[config.mk]
export PLATFORM = sky130hd
export DESIGN_NAME = irq_wire_router
export DESIGN_NICKNAME = d
export VERILOG_FILES = /design/src/rtl/irq_router_pkg.sv /design/src/rtl/irq_src_track.sv /design/src/rtl/irq_link_bank.sv /design/src/rtl/irq_gsi_bank.sv /design/src/rtl/irq_wire_router.sv
export SDC_FILE = /design/constraint.sdc
export NUM_CORES = 2
export LEC_CHECK = 0
export ABC_AREA = 0
export BUFFER_PORTS_ARGS = -buffer_cell sky130_fd_sc_hd__buf_2
export CORE_UTILIZATION = 45
export CTS_BUF_LIST = sky130_fd_sc_hd__clkbuf_4 sky130_fd_sc_hd__clkbuf_8 sky130_fd_sc_hd__clkbuf_16
export CTS_CLUSTER_DIAMETER = 100
export DETAILED_ROUTE_END_ITERATION = 8
export GPL_TIMING_DRIVEN = 1
export PLACE_DENSITY_LB_ADDON = 0.25
export SYNTH_ARGS = -nofsm -noshare
export SYNTH_HDL_FRONTEND = slang
export SYNTH_SLANG_ARGS = --single-unit
[constraint.sdc]
create_clock -name clk -period 10.7 [get_ports clk]
set_input_delay 1.07 -clock clk [delete_from_list [all_inputs] [get_ports clk]]
set_output_delay 1.07 -clock clk [all_outputs]
set_load 0.005 [all_outputs]
[src/rtl/irq_router_pkg.sv]
package irq_router_pkg;

   localparam int LINKS         = 4;
   localparam int PINS_PER_DEV  = 4;
   localparam int ISA_IDX_W     = 4;
   localparam int PCI_GSI_FIRST = 16;
   localparam int PCI_GSI_SPAN  = 32;
   localparam int MIN_GSI       = PCI_GSI_FIRST + PCI_GSI_SPAN;

   // fixed swizzle of a PCI wire onto its dedicated GSI
   function automatic int pci_dedicated_gsi(int dev, int pin);
      return (((dev * PINS_PER_DEV) + (dev / 8) + pin) % PCI_GSI_SPAN) + PCI_GSI_FIRST;
   endfunction

   // barber's-pole fold of a PCI wire onto a routing link
   function automatic int pci_link_of(int dev, int pin);
      return (dev + pin) % LINKS;
   endfunction

   // ISA line to GSI, IRQ 0 redirected to 2
   function automatic int isa_to_gsi(int irq);
      return (irq == 0) ? 2 : irq;
   endfunction

endpackage

[src/rtl/irq_src_track.sv]
module irq_src_track #(
   parameter int IDX_W = 4
) (
   input  logic             clk,
   input  logic             rst_n,
   input  logic             ev_valid,
   input  logic [IDX_W-1:0] ev_idx,
   input  logic             ev_level,
   output logic             rise,
   output logic             fall
);
   localparam int WIRES = 1 << IDX_W;

   logic [WIRES-1:0] st_q;

   assign rise = ev_valid &  ev_level & ~st_q[ev_idx];
   assign fall = ev_valid & ~ev_level &  st_q[ev_idx];

   always_ff @(posedge clk) begin
      if (!rst_n)
         st_q <= '0;
      else if (rise | fall)
         st_q[ev_idx] <= ev_level;
   end

   AST_REPEAT_IGNORED: assert property (@(posedge clk) disable iff (!rst_n)
      rise |=> !(rise && ev_valid && ev_level && ev_idx == $past(ev_idx)))
      else $error("repeated assert counted twice");

endmodule

[src/rtl/irq_link_bank.sv]
module irq_link_bank #(
   parameter int CNT_W   = 8,
   parameter int ROUTE_W = 8,
   parameter int NUM_GSI = 48
) (
   input  logic                                           clk,
   input  logic                                           rst_n,
   input  logic                                           pci_rise,
   input  logic                                           pci_fall,
   input  logic [1:0]                                     pci_link,
   input  logic                                           cfg_we,
   input  logic [1:0]                                     cfg_link,
   input  logic                                           cfg_en,
   input  logic [ROUTE_W-1:0]                             cfg_gsi,
   output logic [irq_router_pkg::LINKS-1:0]               on_cur,
   output logic [irq_router_pkg::LINKS-1:0]               on_nxt,
   output logic [irq_router_pkg::LINKS-1:0]               ok_cur,
   output logic [irq_router_pkg::LINKS-1:0]               ok_nxt,
   output logic [irq_router_pkg::LINKS-1:0][ROUTE_W-1:0]  gsi_cur,
   output logic [irq_router_pkg::LINKS-1:0][ROUTE_W-1:0]  gsi_nxt
);
   import irq_router_pkg::*;

   localparam logic [ROUTE_W:0] GSI_LIM = (ROUTE_W+1)'(NUM_GSI);

   for (genvar l = 0; l < LINKS; l++) begin : g_link
      logic [CNT_W-1:0]   cnt_q, cnt_d;
      logic               en_q, en_d;
      logic [ROUTE_W-1:0] tgt_q, tgt_d;
      logic               hit;

      assign hit = (pci_link == 2'(l));

      always_comb begin
         cnt_d = cnt_q;
         if (pci_rise && hit)
            cnt_d = cnt_q + 1'b1;
         else if (pci_fall && hit)
            cnt_d = cnt_q - 1'b1;
      end

      always_comb begin
         en_d  = en_q;
         tgt_d = tgt_q;
         if (cfg_we && cfg_link == 2'(l)) begin
            en_d  = cfg_en;
            tgt_d = cfg_gsi;
         end
      end

      always_ff @(posedge clk) begin
         if (!rst_n) begin
            cnt_q <= '0;
            en_q  <= 1'b0;
            tgt_q <= '0;
         end else begin
            cnt_q <= cnt_d;
            en_q  <= en_d;
            tgt_q <= tgt_d;
         end
      end

      assign on_cur[l]  = (cnt_q != '0);
      assign on_nxt[l]  = (cnt_d != '0);
      assign ok_cur[l]  = en_q && ({1'b0, tgt_q} < GSI_LIM);
      assign ok_nxt[l]  = en_d && ({1'b0, tgt_d} < GSI_LIM);
      assign gsi_cur[l] = tgt_q;
      assign gsi_nxt[l] = tgt_d;

      AST_LINK_NO_WRAP: assert property (@(posedge clk) disable iff (!rst_n)
         (cnt_q == '1) |-> !(pci_rise && hit))
         else $error("link counter would wrap");
   end

   AST_LINK_RAISE: assert property (@(posedge clk) disable iff (!rst_n)
      pci_rise |=> on_cur[$past(pci_link)])
      else $error("link not raised by wire");

endmodule

[src/rtl/irq_gsi_bank.sv]
module irq_gsi_bank #(
   parameter int NUM_GSI   = 48,
   parameter int CNT_W     = 8,
   parameter int ROUTE_W   = 8,
   parameter int GSI_IDX_W = 6
) (
   input  logic                                          clk,
   input  logic                                          rst_n,
   input  logic                                          isa_rise,
   input  logic                                          isa_fall,
   input  logic [GSI_IDX_W-1:0]                          isa_gsi,
   input  logic                                          pci_rise,
   input  logic                                          pci_fall,
   input  logic [GSI_IDX_W-1:0]                          pci_gsi,
   input  logic [irq_router_pkg::LINKS-1:0]              on_cur,
   input  logic [irq_router_pkg::LINKS-1:0]              on_nxt,
   input  logic [irq_router_pkg::LINKS-1:0]              ok_cur,
   input  logic [irq_router_pkg::LINKS-1:0]              ok_nxt,
   input  logic [irq_router_pkg::LINKS-1:0][ROUTE_W-1:0] gsi_cur,
   input  logic [irq_router_pkg::LINKS-1:0][ROUTE_W-1:0] gsi_nxt,
   output logic [NUM_GSI-1:0]                            gsi_level
);
   import irq_router_pkg::*;

   for (genvar g = 0; g < NUM_GSI; g++) begin : g_gsi
      logic [CNT_W-1:0] cnt_q, cnt_d;
      int               delta;

      always_comb begin
         delta = 0;
         if (isa_rise && isa_gsi == GSI_IDX_W'(g)) delta = delta + 1;
         if (isa_fall && isa_gsi == GSI_IDX_W'(g)) delta = delta - 1;
         if (pci_rise && pci_gsi == GSI_IDX_W'(g)) delta = delta + 1;
         if (pci_fall && pci_gsi == GSI_IDX_W'(g)) delta = delta - 1;
         for (int l = 0; l < LINKS; l++) begin
            if (on_cur[l] && ok_cur[l] && gsi_cur[l] == ROUTE_W'(g)) delta = delta - 1;
            if (on_nxt[l] && ok_nxt[l] && gsi_nxt[l] == ROUTE_W'(g)) delta = delta + 1;
         end
         cnt_d = cnt_q + CNT_W'(delta);
      end

      always_ff @(posedge clk) begin
         if (!rst_n) cnt_q <= '0;
         else        cnt_q <= cnt_d;
      end

      assign gsi_level[g] = (cnt_q != '0);

      AST_NO_UNDERFLOW: assert property (@(posedge clk) disable iff (!rst_n)
         (cnt_q == '0) |-> (delta >= 0))
         else $error("GSI counter underflow");
      AST_NO_OVERFLOW: assert property (@(posedge clk) disable iff (!rst_n)
         (cnt_q == '1) |-> (delta <= 0))
         else $error("GSI counter overflow");
   end

endmodule

[src/rtl/irq_wire_router.sv]
module irq_wire_router #(
   parameter int DEV_W   = 5,
   parameter int NUM_GSI = 48,
   parameter int CNT_W   = 8,
   parameter int ROUTE_W = 8
) (
   input  logic               clk,
   input  logic               rst_n,
   input  logic               pci_valid,
   input  logic [DEV_W-1:0]   pci_dev,
   input  logic [1:0]         pci_pin,
   input  logic               pci_level,
   input  logic               isa_valid,
   input  logic [3:0]         isa_irq,
   input  logic               isa_level,
   input  logic               route_we,
   input  logic [1:0]         route_link,
   input  logic               route_en,
   input  logic [ROUTE_W-1:0] route_gsi,
   output logic [7:0]         master_pic,
   output logic [7:0]         slave_pic,
   output logic [NUM_GSI-1:0] ioapic_pins,
   output logic [3:0]         link_level
);
   import irq_router_pkg::*;

   localparam int GSI_IDX_W = $clog2(NUM_GSI);
   localparam int PCI_IDX_W = DEV_W + 2;

   if (NUM_GSI < MIN_GSI || NUM_GSI > 256) begin : g_bad_gsi
      $error("NUM_GSI must lie in 48..256");
   end
   if (DEV_W < 3 || DEV_W > 8) begin : g_bad_dev
      $error("DEV_W must lie in 3..8");
   end
   if (CNT_W < 4) begin : g_bad_cnt
      $error("CNT_W must be at least 4");
   end
   if (ROUTE_W < GSI_IDX_W) begin : g_bad_route
      $error("ROUTE_W too narrow for NUM_GSI");
   end

   logic                      pci_rise, pci_fall, isa_rise, isa_fall;
   logic [GSI_IDX_W-1:0]      ded_gsi, isa_gsi;
   logic [1:0]                link_sel;
   logic [LINKS-1:0]          on_cur, on_nxt, ok_cur, ok_nxt;
   logic [LINKS-1:0][ROUTE_W-1:0] gsi_cur, gsi_nxt;
   logic [NUM_GSI-1:0]        gsi_level;

   assign ded_gsi  = GSI_IDX_W'(pci_dedicated_gsi(int'(pci_dev), int'(pci_pin)));
   assign link_sel = 2'(pci_link_of(int'(pci_dev), int'(pci_pin)));
   assign isa_gsi  = GSI_IDX_W'(isa_to_gsi(int'(isa_irq)));

   irq_src_track #(.IDX_W(PCI_IDX_W)) u_pci_src (
      .clk(clk), .rst_n(rst_n), .ev_valid(pci_valid), .ev_idx({pci_dev, pci_pin}),
      .ev_level(pci_level), .rise(pci_rise), .fall(pci_fall));

   irq_src_track #(.IDX_W(ISA_IDX_W)) u_isa_src (
      .clk(clk), .rst_n(rst_n), .ev_valid(isa_valid), .ev_idx(isa_irq),
      .ev_level(isa_level), .rise(isa_rise), .fall(isa_fall));

   irq_link_bank #(.CNT_W(CNT_W), .ROUTE_W(ROUTE_W), .NUM_GSI(NUM_GSI)) u_links (
      .clk(clk), .rst_n(rst_n), .pci_rise(pci_rise), .pci_fall(pci_fall), .pci_link(link_sel),
      .cfg_we(route_we), .cfg_link(route_link), .cfg_en(route_en), .cfg_gsi(route_gsi),
      .on_cur(on_cur), .on_nxt(on_nxt), .ok_cur(ok_cur), .ok_nxt(ok_nxt),
      .gsi_cur(gsi_cur), .gsi_nxt(gsi_nxt));

   irq_gsi_bank #(.NUM_GSI(NUM_GSI), .CNT_W(CNT_W), .ROUTE_W(ROUTE_W),
                  .GSI_IDX_W(GSI_IDX_W)) u_gsis (
      .clk(clk), .rst_n(rst_n), .isa_rise(isa_rise), .isa_fall(isa_fall), .isa_gsi(isa_gsi),
      .pci_rise(pci_rise), .pci_fall(pci_fall), .pci_gsi(ded_gsi),
      .on_cur(on_cur), .on_nxt(on_nxt), .ok_cur(ok_cur), .ok_nxt(ok_nxt),
      .gsi_cur(gsi_cur), .gsi_nxt(gsi_nxt), .gsi_level(gsi_level));

   assign master_pic  = gsi_level[7:0];
   assign slave_pic   = gsi_level[15:8];
   assign ioapic_pins = gsi_level;
   assign link_level  = on_cur;

   AST_ISA0_TO_GSI2: assert property (@(posedge clk) disable iff (!rst_n)
      (isa_rise && isa_irq == 4'd0) |=> ioapic_pins[2])
      else $error("ISA IRQ 0 did not reach GSI 2");
   AST_PCI_DEDICATED: assert property (@(posedge clk) disable iff (!rst_n)
      pci_rise |=> gsi_level[$past(ded_gsi)])
      else $error("dedicated GSI not raised");

endmodule

==> impl_results.md <==
* Vias per cell at 6.21
* Hold WC Path Type: register to register
* Slew margin rel. at -0.0860%
* WP data required at 11,350 ps
* Register area share after synthesis at 13.0%
* Post-DR wirelength/cell at 24.1 um
* Leading area contributor after synthesis: dfxtp_1
* Synth area leaders: dfxtp_1 13%, ha_1 11%, xnor2_1 10%
* Top-count cell post-synth: nand2_1
* Cell count after synthesis at 12,400
* Post-Route Setup TNS at 0 ps
* Clock Skew at 65.7 ps
* Arr. time, crit path at 10,600 ps
* Switch share at 31.5%
* Post-Place Worst Slack at -248 ps
* Ys async rst share at 0%
* H-tree levels at 3
* Final period util at 93.0%
* Final design area excluding fillers at 99,900 um2
* Die ar. at 205,000 um2
* DRC viols at 0
* Number of distinct library cells after synthesis at 142
* Setup crit start kind: input pin
* CTS sink cnt at 596
* Multiplexer share of the synthesized area at 5.01%
* Worst Tran Pin Value at 1490 ps
* Post-Synth XOR/XNOR Area at 17.6%
* Endpoints failing setup at 0
* Share of cells above drive strength 1 at 8.16%
* RSZ-0062 raised after global routing: no
* Pin count of the biggest net entering global routing at 163
* Most used cell along the critical path: ha_1
* Mean Syn Cell Area at 7.39 um2
* Slowest cell delay on critical path at 860 ps
* P_leak at 41.7 nW
* CTS Buf Count at 86
* GRT Total Usage at 34.4%
* Ys Warns at 0
* Root Buffer: clkbuf_16
* Port Buf Inserts at 96
* EDFF count, synth at 0
* Initial DRC Count at 8,656
* Placed inst area at 96,700 um2
* Setup Crit Path Kind: input pin to register
* Reg power frac at 36.3%
* Post-synthesis compound-gate area fraction at 18.6%
* RePlAce Congestion at 1.03
* Num rows at 165
* Vias in the first global route at 89,000
* Setup Buffers After CTS at 0
* IO Count at 97
* Comb power frac at 13.7%
* CP max FO at 20
* Most used flip-flop cell after synthesis: dfxtp_1
* Post-Synthesis Cell Area at 91,600 um2
* Post-Route WL at 368 mm
* Final net count at 13,400
* Vias at 94,900
* Slowest-stage cell, CP: o211ai_1
* Commonest cells post-synth: 1,382 x nand2_1, 1,283 x nor2_1, 1,064 x xnor2_1
* Fin crit period at 9950 ps
* Largest family of logic cells by synthesized area: simple AND/OR/NAND/NOR gates
* Die W at 453 um
* Area Growth Syn to Fin at 9.07%
* Initial antenna violation count at 57
* Internal power at 4.27 mW
* Clock transition at path regs at 60 ps
* Max cap viols at 1
* First-pass GRT wire length at 543 mm
* Peak VDD IR at 0.183 mV
* Buffers & Inverters on Critical Path at 4
* Remaining Overflow, GRT at 0
* DRT Pass-1 Iters at 9
* DIE HEIGHT at 453 um
* Failing checks: max-capacitance violations, max-slew violations
* Switching pwr at 1.97 mW
* Synth Area in Simple Gates at 29.5%
* Worst skew pair latency at 820 ps
* Final hold violations at 0
* Family with the most delay on the worst path: compound AO/OA/AOI/OAI gates
* Clock Tree Buf Depth at 3
* Dpl hpwl at 288 mm
* Worst setup margin at 749 ps
* CTS tree: yes
* Post-DRT Antenna Nets at 0
* Pins over their slew limit at 1
* Core ar. at 202,000 um2
* Clock share of power at 50.0%
* Max Freq at 100 MHz
* Fillers at 20,000
* FF+latch count, synth at 596
* Synth top area share at 13.0%
* Post-Synth Adder-Cell Area at 12.4%
* Worst setup EP type: register
* Starting density of the core at 45.3%
* Power Dens Cells at 62.4 nW/um2
* Status: finished with violations
==> layout by cell type, fill, tap and decap left out, types with 44 or more instances in the layout <==
cell	n
a21oi_1	627
nor3_1	352
a211oi_1	86
o21ai_0	461
dfxtp_1	596
o22ai_1	70
xnor2_1	1064
mux2i_1	351
or3_1	119
o31ai_1	90
o211ai_1	82
nand3_1	562
fa_1	49
o21a_1	89
mux2_2	77
nor4_1	249
a21o_1	252
or4_1	44
o21bai_1	72
buf_2	93
clkbuf_16	86
nor2b_1	75
buf_4	374
nor2_1	1269
nand2b_1	157
a31oi_1	137
ha_1	813
nand2_1	1378
inv_1	395
and3_1	169
and4_1	59
xnor3_1	62
and2_1	205
nand4_1	251
xor2_1	559
or2_2	66
nor3b_1	165
==> timing repair <==
item / in CTS / in global routing
endpoints found under the setup margin: 0 / 3
hold buffers: 0 / 0
resized for setup: 0 / 3
==> worst min-delay path, stage by stage (launching register included) <==
cell,delay (ps)
dfxtp_1,300
nand2_1,50
a21oi_1,50
==> power groups by stage <==
stage / Clock (mW) / Sequential (mW) / Combinational, mW
finish: 3.12 / 2.26 / 0.853
global route: 3.26 / 2.26 / 0.873
detailed placement: 0 / 2.31 / 0.813
CTS: 3.19 / 2.26 / 0.816
floorplan: 0 / 2.30 / 0.448
global placement: 0 / 2.31 / 0.807
==> path summary, 6_finish.rpt <==
check | from | end | slack, ps | cells past startpoint
worst min-delay path | u_links.g_link[3].en_q | u_links.g_link[3].en_q | 450 | 2
worst max-delay path | pci_pin[0] | u_gsis.g_gsi[11].cnt_q[7] | 750 | 39
worst min register to register | u_links.g_link[3].en_q | u_links.g_link[3].en_q | 450 | 2
worst max register to register | u_links.g_link[0].cnt_q[0] | u_gsis.g_gsi[7].cnt_q[7] | 990 | 35
==> cells by family after synthesis <==
family / after synthesis
AO/OA/AOI/OAI: 2532
XOR/XNOR: 1711
adder cells (fa/ha/maj): 880
buffers and inverters: 848
flip-flops: 596
multiplexers: 439
other: 2
AND/OR/NAND/NOR: 5381
==> state kept, by name, summed over array words and instances (netlist names) <==
signal	count
u_links.g_link.cnt_q	32
u_isa_src.st_q	16
u_gsis.g_gsi.cnt_q	384
u_links.g_link.tgt_q	32
u_links.g_link.en_q	4
u_pci_src.st_q	128
==> per-layer routing <==
metal	vias up	share of wire [%]	track usage (%)
li1	45100	-	-
met1	45200	42	43.5
met2	3672	43	54.0
met3	876	8.2	7.09
met4	16	6.3	19.9
met5	-	0.061	0.443
==> through the flow <==
step / std cells / utilization (%) / hold slack, ps / total power [mW]
after floorplan: 12400 / - / 432 / 2.75
after global placement: 15100 / 47.9 / 439 / 3.12
after detailed placement: 15100 / 47.9 / 442 / 3.12
after CTS: 15300 / 49.4 / 451 / 6.27
after global routing: 15300 / 49.4 / 474 / 6.40
final: 15300 / 49.4 / 452 / 6.23
==> final cells by class <==
type | instances | area (um2) | area share, %
inverter | 410 | 1550 | 1.55
tap | 2672 | 3340 | 3.35
multi-input combinational | 10900 | 76300 | 76.4
antenna | 21 | 52.6 | 0.0526
sequential | 596 | 11900 | 11.9
timing repair buffer | 486 | 3640 | 3.65
clock buffer | 115 | 2480 | 2.48
clock inverter | 41 | 597 | 0.598
Power figures use the tool's default switching activity.
